### config.mk
export PLATFORM = sky130hd
export DESIGN_NAME = dual_bridge_chopper
export DESIGN_NICKNAME = d
export VERILOG_FILES = /design/src/rtl/chop_pkg.sv /design/src/rtl/chop_period.sv /design/src/rtl/chop_phase.sv /design/src/rtl/dual_bridge_chopper.sv
export SDC_FILE = /design/constraint.sdc
export NUM_CORES = 1
export LEC_CHECK = 0
export BUFFER_PORTS_ARGS = -buffer_cell sky130_fd_sc_hd__buf_2
export CORE_MARGIN = 4
export CORE_UTILIZATION = 43
export CTS_CLUSTER_DIAMETER = 200
export DETAILED_ROUTE_END_ITERATION = 12
export PLACE_DENSITY = 0.61
export SLEW_MARGIN = 20
export SYNTH_ARGS = -nofsm -noshare
export SYNTH_HDL_FRONTEND = slang
export SYNTH_SLANG_ARGS = --single-unit
### constraint.sdc
create_clock -name clk -period 3.9 [get_ports clk]
set_clock_uncertainty 0.2 [all_clocks]
set_input_delay 0.585 -clock clk [delete_from_list [all_inputs] [get_ports clk]]
set_output_delay 0.585 -clock clk [all_outputs]
set_load 0.05 [all_outputs]
### src/rtl/chop_pkg.sv
package chop_pkg;

  typedef enum logic [1:0] {
    DK_SLOW   = 2'b00,
    DK_FAST   = 2'b01,
    DK_MIXFIX = 2'b10,
    DK_MIXTH  = 2'b11
  } decay_e;

  typedef enum logic [2:0] {
    ST_IDLE,
    ST_ON,
    ST_DEAD,
    ST_FAST,
    ST_SLOW
  } chop_st_e;

  // Decay actually applied once the on phase ends.
  function automatic decay_e pick_decay(decay_e mode, logic auto_sel, logic rose);
    if (!auto_sel) return mode;
    if (rose) return DK_SLOW;
    return (mode == DK_SLOW) ? DK_FAST : mode;
  endfunction

endpackage

### src/rtl/chop_period.sv
module chop_period #(
  parameter int PER_W = 8
) (
  input  logic clk,
  input  logic rst,
  output logic wrap
);
  logic [PER_W-1:0] cnt;

  always_ff @(posedge clk) begin
    if (rst) cnt <= '0;
    else     cnt <= cnt + 1'b1;
  end

  assign wrap = (cnt == {PER_W{1'b1}});

endmodule

### src/rtl/chop_phase.sv
module chop_phase
  import chop_pkg::*;
#(
  parameter int DT_BASE = 4,
  parameter int FIX_W   = 4
) (
  input  logic             clk,
  input  logic             rst,
  input  logic             all_off,
  input  logic             wrap,
  input  decay_e           mode,
  input  logic             auto_en,
  input  logic [1:0]       slew,
  input  logic [FIX_W-1:0] fix_len,
  input  logic             dir,
  input  logic             limit_up,
  input  logic             hs_over,
  input  logic             ls_under,
  output logic [1:0]       hs_q,   // bit0 side A, bit1 side B
  output logic [1:0]       ls_q
);
  localparam int DTW = $clog2(DT_BASE * 8);

  chop_st_e         st, st_n, tgt, tgt_n;
  decay_e           dk, dk_n, pick;
  logic             dq, dq_n, pend, pend_n;
  logic [DTW-1:0]   dcnt, dcnt_n, dload;
  logic [FIX_W-1:0] fcnt, fcnt_n, fix_eff;
  logic [1:0]       hs_n, ls_n;
  logic             fix_done;

  always_comb begin
    dload    = DTW'((DT_BASE << slew) - 1);
    fix_eff  = (fix_len == '0) ? FIX_W'(1) : fix_len;
    fix_done = ((FIX_W+1)'(fcnt) + (FIX_W+1)'(1)) >= (FIX_W+1)'(fix_eff);
    pick     = pick_decay(mode, auto_en, limit_up);
  end

  always_comb begin
    st_n   = st;
    tgt_n  = tgt;
    dk_n   = dk;
    dq_n   = dq;
    dcnt_n = dcnt;
    fcnt_n = fcnt;
    pend_n = pend | wrap;
    if (all_off) begin
      st_n   = ST_IDLE;
      pend_n = 1'b0;
    end else begin
      case (st)
        ST_IDLE: if (wrap) begin
          st_n   = ST_ON;
          dq_n   = dir;
          pend_n = 1'b0;
        end
        ST_ON: if (hs_over) begin
          dk_n   = pick;
          st_n   = ST_DEAD;
          tgt_n  = (pick == DK_SLOW) ? ST_SLOW : ST_FAST;
          dcnt_n = dload;
        end else begin
          pend_n = 1'b0;
        end
        ST_DEAD: if (dcnt == '0) begin
          st_n   = tgt;
          fcnt_n = '0;
          if (tgt == ST_ON) begin
            dq_n   = dir;
            pend_n = 1'b0;
          end
        end else begin
          dcnt_n = dcnt - 1'b1;
        end
        ST_FAST: if (pend || wrap) begin
          st_n   = ST_DEAD;
          tgt_n  = ST_ON;
          dcnt_n = dload;
        end else if ((dk == DK_MIXFIX && fix_done) || (dk == DK_MIXTH && ls_under)) begin
          st_n   = ST_DEAD;
          tgt_n  = ST_SLOW;
          dcnt_n = dload;
        end else if (dk == DK_MIXFIX) begin
          fcnt_n = fcnt + 1'b1;
        end
        ST_SLOW: if (pend || wrap) begin
          st_n   = ST_DEAD;
          tgt_n  = ST_ON;
          dcnt_n = dload;
        end
        default: st_n = ST_IDLE;
      endcase
    end
  end

  // Gate pattern decoded from the next state so the outputs are registers.
  always_comb begin
    hs_n = 2'b00;
    ls_n = 2'b00;
    case (st_n)
      ST_ON: begin
        hs_n = dq_n ? 2'b01 : 2'b10;
        ls_n = dq_n ? 2'b10 : 2'b01;
      end
      ST_FAST: begin
        hs_n = dq_n ? 2'b10 : 2'b01;
        ls_n = dq_n ? 2'b01 : 2'b10;
      end
      ST_SLOW: hs_n = 2'b11;
      default: ;
    endcase
  end

  always_ff @(posedge clk) begin
    if (rst) begin
      st   <= ST_IDLE;
      tgt  <= ST_IDLE;
      dk   <= DK_SLOW;
      dq   <= 1'b0;
      pend <= 1'b0;
      dcnt <= '0;
      fcnt <= '0;
      hs_q <= 2'b00;
      ls_q <= 2'b00;
    end else begin
      st   <= st_n;
      tgt  <= tgt_n;
      dk   <= dk_n;
      dq   <= dq_n;
      pend <= pend_n;
      dcnt <= dcnt_n;
      fcnt <= fcnt_n;
      hs_q <= hs_n;
      ls_q <= ls_n;
    end
  end

  a_r11_no_shoot: assert property (@(posedge clk) disable iff (rst)
    (hs_q & ls_q) == 2'b00);

  a_r3_dead_all_off: assert property (@(posedge clk) disable iff (rst)
    (st == ST_DEAD) |-> (hs_q == 2'b00 && ls_q == 2'b00));

  a_r10_force_low: assert property (@(posedge clk) disable iff (rst)
    all_off |=> (hs_q == 2'b00 && ls_q == 2'b00 && st == ST_IDLE));

  a_r2_on_holds: assert property (@(posedge clk) disable iff (rst)
    (st == ST_ON && !hs_over && !all_off) |=> (st == ST_ON));

  a_r9_on_entry: assert property (@(posedge clk) disable iff (rst)
    $rose(st == ST_ON) |-> ($past(st) == ST_DEAD || $past(st) == ST_IDLE));

  a_r7_threshold_exit: assert property (@(posedge clk) disable iff (rst)
    (st == ST_FAST && dk == DK_MIXTH && ls_under && !all_off) |=> (st == ST_DEAD));

  a_r5_fast_keeps: assert property (@(posedge clk) disable iff (rst)
    (st == ST_FAST && dk == DK_FAST && !wrap && !pend && !all_off) |=> (st == ST_FAST));

  a_r6_fix_bound: assert property (@(posedge clk) disable iff (rst)
    (st == ST_FAST && dk == DK_MIXFIX) |-> (fcnt < fix_eff));

endmodule

### src/rtl/dual_bridge_chopper.sv
module dual_bridge_chopper
  import chop_pkg::*;
#(
  parameter int NPH     = 2,
  parameter int PER_W   = 8,
  parameter int DT_BASE = 4,
  parameter int FIX_W   = 4
) (
  input  logic             clk,
  input  logic             rst,
  input  logic             all_off,
  input  logic [1:0]       decay_mode,
  input  logic             auto_en,
  input  logic [1:0]       slew,
  input  logic [FIX_W-1:0] fix_len,
  input  logic [NPH-1:0]   dir,
  input  logic [NPH-1:0]   limit_up,
  input  logic [NPH-1:0]   hs_over,
  input  logic [NPH-1:0]   ls_under,
  output logic [2*NPH-1:0] hs_gate,
  output logic [2*NPH-1:0] ls_gate
);
  logic   wrap;
  decay_e mode;

  assign mode = decay_e'(decay_mode);

  chop_period #(.PER_W(PER_W)) u_period (
    .clk  (clk),
    .rst  (rst),
    .wrap (wrap)
  );

  for (genvar p = 0; p < NPH; p++) begin : g_phase
    chop_phase #(.DT_BASE(DT_BASE), .FIX_W(FIX_W)) u_phase (
      .clk      (clk),
      .rst      (rst),
      .all_off  (all_off),
      .wrap     (wrap),
      .mode     (mode),
      .auto_en  (auto_en),
      .slew     (slew),
      .fix_len  (fix_len),
      .dir      (dir[p]),
      .limit_up (limit_up[p]),
      .hs_over  (hs_over[p]),
      .ls_under (ls_under[p]),
      .hs_q     (hs_gate[2*p+1 : 2*p]),
      .ls_q     (ls_gate[2*p+1 : 2*p])
    );
  end

endmodule

Yosys cells after proc, flatten, opt, wreduce, memory -nomap -nowiden
Cells that the tools add are included.
{ "totals": {"register_bits": 54, "input_bits": 20, "out_inout_bits": 8, "elab_cells": 192} }
{ "classes": {"n_addsub": 8, "magnitude_cmp": 2, "n_eq_ne": 37, "shifts": 1, "n_mux": 91, "n_bitwise": 3, "reduce_logical": 31} }
{ "op_table": {"columns": ["operator", "n"], "rows": [
  ["$mux W3", 24],
  ["$mux W5", 10],
  ["$pmux W5 S4", 2],
  ["$mux W4", 9],
  ["$pmux W3 S5", 2],
  ["$mux W2", 12],
  ["$reduce_and A6 Y1", 4],
  ["$mux W1", 20],
  ["$eq A3 B1 Y1 const B", 6],
  ["$eq A3 B2 Y1 const B", 6],
  ["$pmux W3 S3", 2],
  ["$ne A2 B2 Y1 const B", 8],
  ["$pmux W4 S2", 2],
  ["$eq A3 B3 Y1 const B", 4],
  ["$ne A2 B1 Y1 const B", 6],
  ["$pmux W2 S3", 2],
  ["$add A4 B1 Y5 const B", 2],
  ["$ge A5 B4 Y1", 2],
  ["$logic_not A5 Y1", 2],
  ["$reduce_and A5 Y1", 2],
  ["$sub A5 B1 Y5 const B", 2],
  ["$add A4 B1 Y4 const B", 2],
  ["$add A8 B1 Y8 const B", 1],
  ["$eq A2 B2 Y1 const B", 4],
  ["19 further kinds", 37]
]} }

Longest topological paths before layout
{ "logic_depth": {"ltp_word": 11, "depth_mapped": 10, "mapped_depth_nobuf": 10} }

By module
Synthesis repeated with hierarchy kept, for this count alone.
{ "unflattened": {"hier_cells": 390, "hier_area_um2": 3190.6} }
{ "modules_own_cells": {"columns": ["module", "n_inst", "cells_per_inst", "area_per_inst_um2", "seq_area_each_um2"], "rows": [
  ["chop_phase at g_phase[0].u_phase", 1, 180, 1455.1, 460.4],
  ["chop_phase at g_phase[1].u_phase", 1, 175, 1425.1, 460.4],
  ["chop_period", 1, 35, 310.3, 160.2]
]} }

Worst setup path before layout
Ideal clock, no wire load.
{ "synth_path": {"kind": "register to register", "start": "register g_phase[1].u_phase.fcnt[0]", "end": "register g_phase[1].u_phase.tgt[1]", "arrival_time_ns": 2.499, "path_slack_ns": 1.131, "stages_incl_launch_ff": 11, "path_buffers": 0, "period_less_slack_ns": 2.769, "cell_sequence": "dfxtp_1 -> ha_1 -> nor2b_1 -> or2_2 -> ha_1 -> nand2_1 -> o21a_1 -> o21ai_0 -> a211oi_1 -> or4b_2 -> a21oi_1"} }
{ "synth_via": {"elab_chain_cells": 6} }
{ "synth_lines": {"columns": ["element", "line", "rtl"], "rows": [
  ["start, declared", "chop_phase.sv:28", "logic [FIX_W-1:0] fcnt, fcnt_n, fix_eff;"],
  ["start signal, assigned", "chop_phase.sv:132", "fcnt <= fcnt_n;"],
  ["$add A4 B1 Y5", "chop_phase.sv:35", "fix_done = ((FIX_W+1)'(fcnt) + (FIX_W+1)'(1)) >= (FIX_W+1)'(fix_eff);"],
  ["$ge A5 B4 Y1", "chop_phase.sv:35", null],
  ["$logic_and A1 B1 Y1", "chop_phase.sv:79", "end else if ((dk == DK_MIXFIX && fix_done) || (dk == DK_MIXTH && ls_under)) begin"],
  ["$logic_or A1 B1 Y1", "chop_phase.sv:79", null],
  ["$ne A3 B1 Y1 (no line)", null, null],
  ["$reduce_and A5 Y1 (no line)", null, null],
  ["end signal, assigned", "chop_phase.sv:127", "tgt <= tgt_n;"],
  ["end, declared", "chop_phase.sv:24", "chop_st_e st, st_n, tgt, tgt_n;"]
]} }
Every way passes these cells.
A chain may end at the register's enable or synchronous reset.

Worst setup path after layout
{ "layout_path": {"start": "register g_phase[1].u_phase.fcnt[0]", "end": "register g_phase[1].u_phase.fcnt[2]"} }
{ "layout_via": {"elab_chain_cells": 6} }
{ "layout_lines": {"columns": ["element", "line"], "rows": [
  ["$add A4 B1 Y5", "chop_phase.sv:35"],
  ["$ge A5 B4 Y1", "chop_phase.sv:35"],
  ["$logic_and A1 B1 Y1", "chop_phase.sv:79"],
  ["$logic_or A1 B1 Y1", "chop_phase.sv:79"],
  ["$ne A2 B2 Y1 (no line)", null],
  ["$reduce_and A6 Y1 (no line)", null]
]} }
Several ways; a longest one is shown, not always the timed one. The select of a mux whose other input is x is not followed.

==> flow_results.xml <==
<?xml version="1.0" encoding="UTF-8"?>
<metrics>
  <group name="clocking">
    <metric name="clkTransAtPathRegs" unit="ns">0.10</metric>
    <metric name="cts_made_buffers" unit="">5</metric>
    <metric name="tritoncts" unit="">done</metric>
    <metric name="cts_htree_levels" unit="">2</metric>
    <metric name="cts_resized" unit="">0</metric>
    <metric name="clockBufferDepth" unit="">2</metric>
    <metric name="cts.sinks" unit="">54</metric>
    <metric name="worst_skew_pair.late_latency" unit="ns">0.31</metric>
    <metric name="clock_tree.root_cell" unit="">sky130_fd_sc_hd__clkbuf_8</metric>
    <metric name="post_cts_buffers" unit="">0</metric>
    <metric name="cts_hold_buffers" unit="">0</metric>
  </group>
  <group name="sta">
    <metric name="report.final.hold_viol_count" unit="">0</metric>
    <metric name="achievable-frequency" unit="GHz">0.332</metric>
    <metric name="report.final.setup_viol" unit="">0</metric>
    <metric name="setup_repair_after_global_routing_missed_its_margin" unit="">no</metric>
    <metric name="worst_slew_pin_slew" unit="ns">0.805</metric>
    <metric name="fin_crit_share" unit="%">77.3</metric>
    <metric name="post-route-worst-setup-slack" unit="ns">0.885</metric>
    <metric name="final_period_minus_worst_setup_slack" unit="ns">3.01</metric>
    <metric name="fin_setup_tns" unit="ns">0</metric>
    <metric name="slew_violations" unit="">0</metric>
    <metric name="slew_headroom" unit="%">46.3</metric>
  </group>
  <group name="routing">
    <metric name="drtAntennaViolNets" unit="">0</metric>
    <metric name="drt_drc_violations_left" unit="">0</metric>
    <metric name="wl_per_cell" unit="µm">14.8</metric>
    <metric name="routed_wl" unit="mm">7.54</metric>
    <metric name="num_vias" unit="">2976</metric>
    <metric name="post_drt_via_cell_ratio" unit="">5.82</metric>
    <metric name="drt_iter0_markers" unit="">171</metric>
    <metric name="drt_pass1_iterations" unit="">4</metric>
  </group>
  <group name="floorplan">
    <metric name="die_height" unit="µm">93.3</metric>
    <metric name="dieArea" unit="µm²">8710</metric>
    <metric name="floorplan.die.width" unit="µm">93.3</metric>
    <metric name="initial_core_util" unit="%">45.1</metric>
    <metric name="placementRows" unit="">30</metric>
    <metric name="io_pins" unit="">28</metric>
    <metric name="design.core.area" unit="µm²">6940</metric>
  </group>
  <group name="synth">
    <metric name="synth.top_cells.by_area" unit="">sky130_fd_sc_hd__dfxtp_1, sky130_fd_sc_hd__a21oi_1, sky130_fd_sc_hd__nor2_1, sky130_fd_sc_hd__ha_1, sky130_fd_sc_hd__o21ai_0</metric>
    <metric name="post_synth_and_or_nand_nor_area_fraction" unit="%">24.8</metric>
    <metric name="synthesis.instances" unit="">397</metric>
    <metric name="dominant_combinational_cell_family_by_area_after_synthesis" unit="">compound AO/OA/AOI/OAI gates</metric>
    <metric name="synth-compound-area-share" unit="%">26.2</metric>
    <metric name="syn_nets" unit="">430</metric>
    <metric name="netlist.area_leader.share" unit="%">34.5</metric>
    <metric name="synth.cells.most_frequent" unit="">sky130_fd_sc_hd__dfxtp_1, sky130_fd_sc_hd__nor2_1, sky130_fd_sc_hd__a21oi_1</metric>
    <metric name="yosys-mux-area-fraction" unit="%">2.56</metric>
    <metric name="seq_area_frac_synth" unit="%">34.5</metric>
    <metric name="xor_and_xnor_fraction_of_the_mapped_netlist_area" unit="%">2.80</metric>
    <metric name="synth_warnings" unit="">0</metric>
    <metric name="synth_async_sr_flop_share" unit="%">0</metric>
    <metric name="synth_enable_flop_cells" unit="">0</metric>
    <metric name="dominantRegCellSynth" unit="">sky130_fd_sc_hd__dfxtp_1</metric>
    <metric name="syn-cell-area" unit="µm²">3130</metric>
    <metric name="ys_seq_elements" unit="">54</metric>
    <metric name="avgSynthCellArea" unit="µm²">7.89</metric>
    <metric name="synthDominantAreaCellType" unit="">sky130_fd_sc_hd__dfxtp_1</metric>
    <metric name="synth.most_common_cell" unit="">sky130_fd_sc_hd__dfxtp_1</metric>
    <metric name="synth_cell_types" unit="">55</metric>
    <metric name="yosys.area_share.adder" unit="%">5.19</metric>
  </group>
  <group name="worst_setup_path">
    <metric name="worst-setup-path-type" unit="">reg -&gt; reg</metric>
    <metric name="cp_data_arrival_time" unit="ns">3.05</metric>
    <metric name="end_kind" unit="">flop</metric>
    <metric name="timing.critical_path.fanout_max" unit="">4</metric>
    <metric name="critPathLaunchType" unit="">flop</metric>
    <metric name="worst-endpoint-required" unit="ns">3.94</metric>
  </group>
  <group name="global_routing">
    <metric name="grt_overflow_total" unit="">0</metric>
    <metric name="grt_max_degree" unit="">41</metric>
    <metric name="antenna_found_initial" unit="">0</metric>
    <metric name="grt_first_pass_wirelength" unit="mm">12.4</metric>
    <metric name="global_route.usage.total" unit="%">17.5</metric>
    <metric name="grt_pass1_vias" unit="">2701</metric>
  </group>
  <group name="placement">
    <metric name="place_hpwl" unit="mm">5.64</metric>
    <metric name="number_of_buffers_inserted_by_port_buffering" unit="">27</metric>
    <metric name="gpl.final_weighted_congestion" unit="">0.859</metric>
    <metric name="pre_cts_ws" unit="ns">0.823</metric>
  </group>
  <group name="power">
    <metric name="leakage" unit="nW">1.33</metric>
    <metric name="power-per-cell-area" unit="nW/µm²">277</metric>
    <metric name="ir_worst_vdd" unit="V">0.000180</metric>
  </group>
  <group name="cells_and_area">
    <metric name="antenna-diode-count" unit="">0</metric>
    <metric name="nFillCells" unit="">696</metric>
    <metric name="synthToLayoutAreaGrowth" unit="%">9.39</metric>
    <metric name="num-nets-final" unit="">447</metric>
    <metric name="layout-drive-gt1-share" unit="%">11.3</metric>
  </group>
  <group name="min_path">
    <metric name="worstHoldPathType" unit="">reg -&gt; reg</metric>
  </group>
  <group name="run_status">
    <metric name="outcome" unit="">finished, final reports clean</metric>
  </group>
  <group name="job">
    <metric name="cap_viol_max_count" unit="">0</metric>
  </group>
</metrics>
-- worst max-delay path: stages, from the launching register on --
cell and delay [ns]:
sky130_fd_sc_hd__dfxtp_1 0.36, sky130_fd_sc_hd__ha_1 0.23, sky130_fd_sc_hd__nor2b_1 0.14, sky130_fd_sc_hd__or2_2 0.28
sky130_fd_sc_hd__ha_1 0.31, sky130_fd_sc_hd__a21oi_1 0.18, sky130_fd_sc_hd__o21ai_0 0.13, sky130_fd_sc_hd__a2111oi_1 0.75
sky130_fd_sc_hd__o21ai_0 0.19, sky130_fd_sc_hd__a21oi_1 0.17
-- power breakdown --
group | total (W) | switching [W] | leakage, nW | internal (W)
logic | 0.0000538 | 0.0000346 | 0.844 | 0.0000192
clock network | 0.000339 | 0.000192 | 0.0478 | 0.000147
registers | 0.000556 | 0.00000233 | 0.435 | 0.000554
total | 0.000948 | 0.000229 | 1.33 | 0.000719
-- registers in the layout, summed over array words and instances, names as in the netlist, 4 cells and up --
register / cells
u_period.cnt: 8
g_phase.u_phase.dk: 4
g_phase.u_phase.st: 6
g_phase.u_phase.ls_q: 4
g_phase.u_phase.fcnt: 8
g_phase.u_phase.hs_q: 4
g_phase.u_phase.tgt: 6
g_phase.u_phase.dcnt: 10
-- worst paths after layout --
kind	from	endpoint	slack, ns	cells past startpoint
max	g_phase[1].u_phase.fcnt[0]	g_phase[1].u_phase.fcnt[2]	0.89	9
min	u_period.cnt[0]	u_period.cnt[0]	0.27	1
max reg2reg	g_phase[1].u_phase.fcnt[0]	g_phase[1].u_phase.fcnt[2]	0.89	9
min reg2reg	u_period.cnt[0]	u_period.cnt[0]	0.27	1
-- routing by layer --
layer / GRT usage, % / up-vias / wire, µm
met3: 2.74 / 11 / 398
met2: 28.0 / 90 / 3510
met5: 0 / - / 0
met1: 23.4 / 1387 / 3510
met4: 6.96 / 0 / 123
li1: - / 1488 / -
-- metrics by stage --
| step | hold WS (ns) | area [µm²] | instances | utilization (%) | power (W) |
|---|---|---|---|---|---|
| floorplan | 0.218 | 3130 | 397 | - | 0.000599 |
| global placement | 0.229 | 3330 | 503 | 47.9 | 0.000622 |
| detailed placement | 0.251 | 3330 | 503 | 47.9 | 0.000622 |
| CTS | 0.274 | 3430 | 511 | 49.3 | 0.000964 |
| global route | 0.305 | 3430 | 511 | 49.3 | 0.000992 |
| finish | 0.268 | 3430 | 511 | 49.3 | 0.000948 |
-- logic make-up after synthesis --
| kind of cell | count (synthesis) |
|---|---|
| AOI/OAI and AO/OA | 126 |
| xor gates and xnor gates | 10 |
| adders and majority gates | 13 |
| buffers and inverters | 33 |
| DFF | 54 |
| muxes | 8 |
| and+or+nand+nor | 153 |
-- layout by cell type, fill, tap and decap left out, types with 5 or more instances in the layout --
cell type,count
sky130_fd_sc_hd__dfxtp_1,54
sky130_fd_sc_hd__nor2_1,47
sky130_fd_sc_hd__a21oi_1,36
sky130_fd_sc_hd__nand2_1,30
sky130_fd_sc_hd__o21ai_0,28
sky130_fd_sc_hd__buf_2,27
sky130_fd_sc_hd__inv_1,15
sky130_fd_sc_hd__nand3_1,14
sky130_fd_sc_hd__ha_1,13
sky130_fd_sc_hd__nor2b_1,9
sky130_fd_sc_hd__nor3_1,9
sky130_fd_sc_hd__a211oi_1,8
sky130_fd_sc_hd__nand2b_1,8
sky130_fd_sc_hd__mux2i_1,8
sky130_fd_sc_hd__xnor2_1,6
sky130_fd_sc_hd__a31oi_1,6
sky130_fd_sc_hd__clkbuf_8,6
sky130_fd_sc_hd__or3_1,5
sky130_fd_sc_hd__and3_1,5
sky130_fd_sc_hd__a21o_1,5
-- final cells by class --
cell class / count / area [µm²] / share of cell area, %
Clock inverter: 2 / 16.3 / 0.475
Multi-Input combinational cell: 310 / 1930 / 56.2
Tap cell: 96 / 120 / 3.51
Clock buffer: 6 / 82.6 / 2.41
Inverter: 15 / 56.3 / 1.64
Timing Repair Buffer: 28 / 143 / 4.16
Sequential cell: 54 / 1080 / 31.6
(Power assumes the default switching activity.)
